$ cat config.mk
export PLATFORM = sky130hd
export DESIGN_NAME = irq_ack_handler
export DESIGN_NICKNAME = d
export VERILOG_FILES = /design/src/rtl/irqh_pkg.sv /design/src/rtl/irqh_pick.sv /design/src/rtl/irqh_seq.sv /design/src/rtl/irqh_regs.sv /design/src/rtl/irq_ack_handler.sv
export SDC_FILE = /design/constraint.sdc
export NUM_CORES = 1
export LEC_CHECK = 0
export ABC_AREA = 1
export BUFFER_PORTS_ARGS = -buffer_cell sky130_fd_sc_hd__buf_4
export CAP_MARGIN = 0
export CORE_AREA = 4 4 75 112
export DETAILED_ROUTE_END_ITERATION = 8
export DIE_AREA = 0 0 79 116
export GPL_TIMING_DRIVEN = 1
export PLACE_DENSITY_LB_ADDON = 0.1
export SLEW_MARGIN = 20
export SYNTH_ARGS = -nofsm -noshare
export SYNTH_HDL_FRONTEND = slang
export SYNTH_SLANG_ARGS = --single-unit
$ cat constraint.sdc
create_clock -name clk -period 5.1 [get_ports clk]
set_input_delay 0.765 -clock clk [delete_from_list [all_inputs] [get_ports clk]]
set_output_delay 0.765 -clock clk [all_outputs]
set_load 0.01 [all_outputs]
$ cat src/rtl/irqh_pkg.sv
package irqh_pkg;

    // Sequencer states
    typedef enum logic [1:0] {
        SEQ_IDLE,
        SEQ_REQ,
        SEQ_ACK
    } seq_state_e;

    // Width of the level code driven during an acknowledge cycle
    localparam int LVL_W = 3;

    // Non-level sources, placed above the level bits in the status word
    localparam int XS_MBOX = 0;
    localparam int XS_PWRF = 1;
    localparam int XS_BERR = 2;
    localparam int XS_SYSF = 3;
    localparam int XS_AFLT = 4;
    localparam int N_EXTRA = 5;
    localparam int N_EVT   = N_EXTRA - 1;  // externally driven events

    // Register addresses
    localparam int ADDR_W = 4;
    localparam logic [ADDR_W-1:0] RA_ENABLE  = 4'd0;
    localparam logic [ADDR_W-1:0] RA_ROUTE   = 4'd1;
    localparam logic [ADDR_W-1:0] RA_STATUS  = 4'd2;
    localparam logic [ADDR_W-1:0] RA_ID_BASE = 4'd8;

endpackage

$ cat src/rtl/irqh_pick.sv
// Fixed-priority picker: the highest set index wins; the code is index+1.
module irqh_pick
    import irqh_pkg::*;
#(
    parameter int N = 7
) (
    input  logic [N-1:0]     req_i,
    output logic             any_o,
    output logic [LVL_W-1:0] code_o
);

    logic [N:0]   above;    // above[i]: some request at index >= i
    logic [N-1:0] win;      // one-hot winner

    assign above[N] = 1'b0;

    for (genvar i = N - 1; i >= 0; i--) begin : g_chain
        assign above[i] = above[i+1] | req_i[i];
        assign win[i]   = req_i[i] & ~above[i+1];
    end

    assign any_o = above[0];

    always_comb begin
        code_o = '0;
        for (int i = 0; i < N; i++) begin
            if (win[i]) begin
                code_o = LVL_W'(i + 1);
            end
        end
    end

endmodule

$ cat src/rtl/irqh_seq.sv
// Acknowledge sequencer: request bus, wait grant, run acknowledge cycle.
module irqh_seq
    import irqh_pkg::*;
(
    input  logic             clk,
    input  logic             rst_n,
    input  logic             pend_any_i,
    input  logic [LVL_W-1:0] pend_code_i,
    input  logic             bus_grant_i,
    input  logic             ack_done_i,
    input  logic             ack_berr_i,
    output logic             bus_req_o,
    output logic             ack_active_o,
    output logic [LVL_W-1:0] ack_level_o,
    output logic             fin_ok_o,
    output logic             fin_err_o
);

    typedef struct packed {
        seq_state_e       st;
        logic [LVL_W-1:0] lvl;
    } seq_t;

    seq_t seq_d, seq_q;

    always_comb begin
        seq_d     = seq_q;
        fin_ok_o  = 1'b0;
        fin_err_o = 1'b0;
        unique case (seq_q.st)
            SEQ_IDLE: begin
                if (pend_any_i) begin
                    seq_d.st  = SEQ_REQ;
                    seq_d.lvl = pend_code_i;
                end
            end
            SEQ_REQ: begin
                if (bus_grant_i) begin
                    seq_d.st = SEQ_ACK;
                end
            end
            SEQ_ACK: begin
                if (ack_done_i) begin
                    fin_ok_o  = ~ack_berr_i;
                    fin_err_o = ack_berr_i;
                    seq_d.st  = SEQ_IDLE;
                end
            end
            default: seq_d.st = SEQ_IDLE;
        endcase
    end

    always_ff @(posedge clk or negedge rst_n) begin
        if (!rst_n) begin
            seq_q <= '{st: SEQ_IDLE, lvl: '0};
        end else begin
            seq_q <= seq_d;
        end
    end

    assign bus_req_o    = (seq_q.st != SEQ_IDLE);
    assign ack_active_o = (seq_q.st == SEQ_ACK);
    assign ack_level_o  = seq_q.lvl;

endmodule

$ cat src/rtl/irqh_regs.sv
// Enable, routing, status and per-level ID storage with read mux.
module irqh_regs
    import irqh_pkg::*;
#(
    parameter int NLVL   = 7,
    parameter int ID_W   = 8,
    parameter int DATA_W = 16,
    localparam int NSRC  = NLVL + N_EXTRA
) (
    input  logic              clk,
    input  logic              rst_n,
    input  logic              we_i,
    input  logic [ADDR_W-1:0] addr_i,
    input  logic [DATA_W-1:0] wdata_i,
    output logic [DATA_W-1:0] rdata_o,
    input  logic [N_EVT-1:0]  evt_i,
    input  logic              fin_ok_i,
    input  logic              fin_err_i,
    input  logic [LVL_W-1:0]  fin_lvl_i,
    input  logic [ID_W-1:0]   ack_id_i,
    output logic [NLVL-1:0]   en_o,
    output logic [NSRC-1:0]   route_o,
    output logic [NSRC-1:0]   status_o
);

    typedef struct packed {
        logic [NLVL-1:0]            en;
        logic [NSRC-1:0]            route;
        logic [NSRC-1:0]            status;
        logic [NLVL-1:0][ID_W-1:0]  ids;
    } regs_t;

    regs_t r_d, r_q;

    always_comb begin
        r_d = r_q;
        if (we_i) begin
            case (addr_i)
                RA_ENABLE: r_d.en     = wdata_i[NLVL-1:0];
                RA_ROUTE:  r_d.route  = wdata_i[NSRC-1:0];
                RA_STATUS: r_d.status = r_q.status & ~wdata_i[NSRC-1:0];
                default: ;
            endcase
        end
        // event sources set their bit; setting wins over a clear
        for (int k = 0; k < N_EVT; k++) begin
            if (evt_i[k]) begin
                r_d.status[NLVL+k] = 1'b1;
            end
        end
        // completed acknowledge: capture ID, flag level
        for (int l = 0; l < NLVL; l++) begin
            if (fin_ok_i && (fin_lvl_i == LVL_W'(l + 1))) begin
                r_d.ids[l]    = ack_id_i;
                r_d.status[l] = 1'b1;
            end
        end
        if (fin_err_i) begin
            r_d.status[NLVL+XS_AFLT] = 1'b1;
        end
    end

    always_ff @(posedge clk or negedge rst_n) begin
        if (!rst_n) begin
            r_q <= '0;
        end else begin
            r_q <= r_d;
        end
    end

    always_comb begin
        rdata_o = '0;
        case (addr_i)
            RA_ENABLE: rdata_o[NLVL-1:0] = r_q.en;
            RA_ROUTE:  rdata_o[NSRC-1:0] = r_q.route;
            RA_STATUS: rdata_o[NSRC-1:0] = r_q.status;
            default: begin
                for (int l = 0; l < NLVL; l++) begin
                    if (addr_i == RA_ID_BASE + ADDR_W'(l)) begin
                        rdata_o[ID_W-1:0] = r_q.ids[l];
                    end
                end
            end
        endcase
    end

    assign en_o     = r_q.en;
    assign route_o  = r_q.route;
    assign status_o = r_q.status;

endmodule

$ cat src/rtl/irq_ack_handler.sv
// Top: interrupt handler with hardware acknowledge sequencing.
module irq_ack_handler
    import irqh_pkg::*;
#(
    parameter int NLVL   = 7,
    parameter int ID_W   = 8,
    parameter int DATA_W = 16
) (
    input  logic              clk,
    input  logic              rst_n,
    input  logic [NLVL-1:0]   irq_i,
    input  logic              mbox_evt_i,
    input  logic              pwr_fail_i,
    input  logic              bus_err_i,
    input  logic              sys_fail_i,
    output logic              bus_req_o,
    input  logic              bus_grant_i,
    output logic              ack_active_o,
    output logic [LVL_W-1:0]  ack_level_o,
    input  logic              ack_done_i,
    input  logic              ack_berr_i,
    input  logic [ID_W-1:0]   ack_id_i,
    input  logic              reg_we_i,
    input  logic [ADDR_W-1:0] reg_addr_i,
    input  logic [DATA_W-1:0] reg_wdata_i,
    output logic [DATA_W-1:0] reg_rdata_o,
    output logic              host_int_o,
    output logic              host_err_o
);

    localparam int NSRC = NLVL + N_EXTRA;

    logic [NLVL-1:0]  en_w;
    logic [NSRC-1:0]  route_w;
    logic [NSRC-1:0]  status_w;
    logic [NLVL-1:0]  pend_w;
    logic             pend_any_w;
    logic [LVL_W-1:0] pend_code_w;
    logic             fin_ok_w;
    logic             fin_err_w;
    logic [N_EVT-1:0] evt_w;

    // qualified requests: enabled and not already flagged
    assign pend_w = irq_i & en_w & ~status_w[NLVL-1:0];

    assign evt_w = {sys_fail_i, bus_err_i, pwr_fail_i, mbox_evt_i};

    irqh_pick #(.N(NLVL)) u_pick (
        .req_i  (pend_w),
        .any_o  (pend_any_w),
        .code_o (pend_code_w)
    );

    irqh_seq u_seq (
        .clk          (clk),
        .rst_n        (rst_n),
        .pend_any_i   (pend_any_w),
        .pend_code_i  (pend_code_w),
        .bus_grant_i  (bus_grant_i),
        .ack_done_i   (ack_done_i),
        .ack_berr_i   (ack_berr_i),
        .bus_req_o    (bus_req_o),
        .ack_active_o (ack_active_o),
        .ack_level_o  (ack_level_o),
        .fin_ok_o     (fin_ok_w),
        .fin_err_o    (fin_err_w)
    );

    irqh_regs #(.NLVL(NLVL), .ID_W(ID_W), .DATA_W(DATA_W)) u_regs (
        .clk       (clk),
        .rst_n     (rst_n),
        .we_i      (reg_we_i),
        .addr_i    (reg_addr_i),
        .wdata_i   (reg_wdata_i),
        .rdata_o   (reg_rdata_o),
        .evt_i     (evt_w),
        .fin_ok_i  (fin_ok_w),
        .fin_err_i (fin_err_w),
        .fin_lvl_i (ack_level_o),
        .ack_id_i  (ack_id_i),
        .en_o      (en_w),
        .route_o   (route_w),
        .status_o  (status_w)
    );

    assign host_int_o = |(status_w & ~route_w);
    assign host_err_o = |(status_w & route_w);

endmodule

==> impl_metrics.json <==
{
  "status": "completed",
  "cts_root_buffer": "clkbuf_16",
  "cts_tree": "yes",
  "clk_pin_slew_ns": 0.07,
  "slew_headroom_pct": 29.3,
  "dr.pass1.iters": 5,
  "setup_viol": 0,
  "slew_violations": 0,
  "r2r-start": "u_seq.seq_q[3]$_DFFE_PN0P_",
  "tightest_slew_ns": 1.05,
  "drt_iter0_markers": 260,
  "powerDensity_mw_per_mm2": 434,
  "wl_per_cell_um": 15.6,
  "worstRegToRegCells": 5,
  "path_class": "in -> out",
  "fillers": 642,
  "skew_ns": 0.00682,
  "vdd_ir_drop_max_v": 0.000290,
  "grt_use_total_pct": 26.3,
  "place_congestion": 0.925,
  "fin_tns_setup_ns": 0,
  "cts_sinks": 92,
  "grt_pass1_wl_um": 18300,
  "final_common_cell": "nand2_1",
  "intPower_mw": 1.53,
  "postRouteAntennaNets": 0,
  "seqPwrFrac_pct": 48.3,
  "grt-ovfl-total": 0,
  "critPathArrivalTime_ns": 2.70,
  "wirelength_um": 11200,
  "cts_buffers": 9,
  "drive_above_1_share_pct": 13.0,
  "synth_area_per_cell_um2": 7.85,
  "cts.htree.levels": 3,
  "dieWidth_um": 79,
  "cap_violations": 0,
  "reg2reg_slack_ns": 2.85,
  "area_growth_pct": 17.9,
  "r2r_end": "u_regs.r_q[40]$_DFFE_PN0P_",
  "grt_max_degree": 48,
  "timing.final.crit_period_ns": 3.46,
  "grt_antenna_before_repair": 0,
  "cp_max_fo": 12,
  "mostFrequentLayoutCells": "135 x nand2_1, 94 x o21ai_0, 92 x dfrtp_1, 68 x inv_1, 62 x buf_4",
  "cp-end-kind": "output pin",
  "nets": 657,
  "rows": 39,
  "pin_count": 68,
  "grt_pass1_vias": 3865,
  "yosysWarnings": 0,
  "drc": 0,
  "max_freq_mhz": 289,
  "timing.hold.ws_ns": 0.417,
  "clockBufferDepth": 2,
  "via_per_inst": 5.42,
  "clk_latency_ns": 0.34,
  "post-cts-setup-buffer-count": 0,
  "io_buffers": 59,
  "hold_viol": 0,
  "synth_seq_cells": 92,
  "cp.required_ns": 4.34,
  "ys_types": 21,
  "pwr-share-clk_pct": 29.2,
  "hold_buffers": 0,
  "p_comb_share_pct": 22.5,
  "initial_core_util_pct": 58.4,
  "cts_resized": 0,
  "yosysSeqAreaShare_pct": 52.5,
  "power_switching_uw": 720,
  "syn_area_mm2": 0.00439,
  "hp-class": "in -> async",
  "swShare_pct": 32.1,
  "vias": 3898,
  "syn_inst": 559,
  "dieArea_mm2": 0.00916,
  "antenna_cells": 0,
  "p_leak_nw": 2.57,
  "core_region_area_mm2": 0.00751,
  "period_share_pct": 67.9,
  "dpl.hpwl_um": 8040,
  "die_h_um": 116,
  "worst_setup_path_start_kind": "primary input",
  "grt_setup_unrepaired": "false"
}
==> registers in the layout, indices dropped and copies added (netlist names) <==
name and count:
u_regs.en_o 7, u_regs.status_o 12, u_seq.seq_q 2, u_regs.route_o 12, u_regs.r_q 56, u_seq.ack_level_o 3
==> worst max path at each step <==
stage	end	slack [ns]	start	cells past startpoint
final	reg_rdata_o[7]	1.64	reg_addr_i[1]	8
after global routing	reg_rdata_o[7]	1.45	reg_addr_i[1]	8
after CTS	reg_rdata_o[7]	1.66	reg_addr_i[1]	8
after detailed placement	reg_rdata_o[7]	1.67	reg_addr_i[1]	8
after global placement	reg_rdata_o[7]	1.71	reg_addr_i[1]	8
after floorplan	reg_rdata_o[7]	2.40	reg_addr_i[0]	7
==> kinds of logic (layout without fill, tap and decap cells) <==
family	count (synthesis)	in the layout	synth area share (%)
simple gates	263	263	25.6
compound gates	112	112	13.5
flops	92	92	52.5
buf+inv	91	146	8.39
other cells	1	4	0.0855
==> per-stage QoR <==
stage	power [mW]	setup slack [ns]	cells	area, um^2	utilization (%)
after floorplan	1.40	2.40	562	4400	-
after global placement	1.57	1.71	703	4880	64.9
after detailed placement	1.59	1.67	703	4880	64.9
after CTS	2.25	1.66	719	5170	68.8
after global routing	2.38	1.45	719	5170	68.8
final	2.25	1.64	719	5170	68.8
==> cells in the mapped netlist, drive strengths merged <==
| cell type | count | area share [%] |
|---|---|---|
| a21boi | 1 | 0.17 |
| a21oi | 3 | 0.34 |
| a221oi | 1 | 0.20 |
| buf | 7 | 1.2 |
| clkbuf | 16 | 1.4 |
| conb | 1 | 0.085 |
| dfrtp | 92 | 52 |
| inv | 68 | 5.8 |
| nand2 | 135 | 12 |
| nand3 | 40 | 4.6 |
| nand4 | 20 | 3.0 |
| nor2 | 56 | 4.8 |
| nor3 | 10 | 1.4 |
| nor4 | 1 | 0.14 |
| o2111ai | 1 | 0.20 |
| o21ai | 94 | 11 |
| o21bai | 4 | 0.68 |
| o22ai | 8 | 1.1 |
| or2 | 1 | 0.14 |
==> final cells by class <==
class / instances / area, um^2 / share of cell area [%]
clock buffers: 10 / 229 / 4.43
clock inverters: 6 / 65.1 / 1.26
inverters: 68 / 255 / 4.93
multi-input cells: 379 / 1730 / 33.4
flip-flops and latches: 92 / 2300 / 44.5
well taps: 102 / 128 / 2.47
repair buffers: 62 / 465 / 9.00
==> power groups by stage <==
stage / Combinational (mW) / Sequential (mW) / Clock (mW)
after floorplan: 0.350 / 1.05 / 0
after global placement: 0.486 / 1.08 / 0
after detailed placement: 0.505 / 1.09 / 0
after CTS: 0.509 / 1.08 / 0.662
after global routing: 0.585 / 1.11 / 0.687
final: 0.506 / 1.08 / 0.656
==> critical path: stages <==
cell     delay, ns
buf_4         0.09
inv_1         0.06
nor2_1        0.61
nand2_1       0.47
o22ai_1       0.38
inv_1         0.08
nand4_1       0.11
buf_4         0.13
==> routing by layer <==
metal,part of all wire (%),track usage [%]
met5,0,0
met4,3.5,13.9
met3,4.8,4.04
met2,52,45.6
met1,40,31.3
Power figures use the tool's default switching activity.
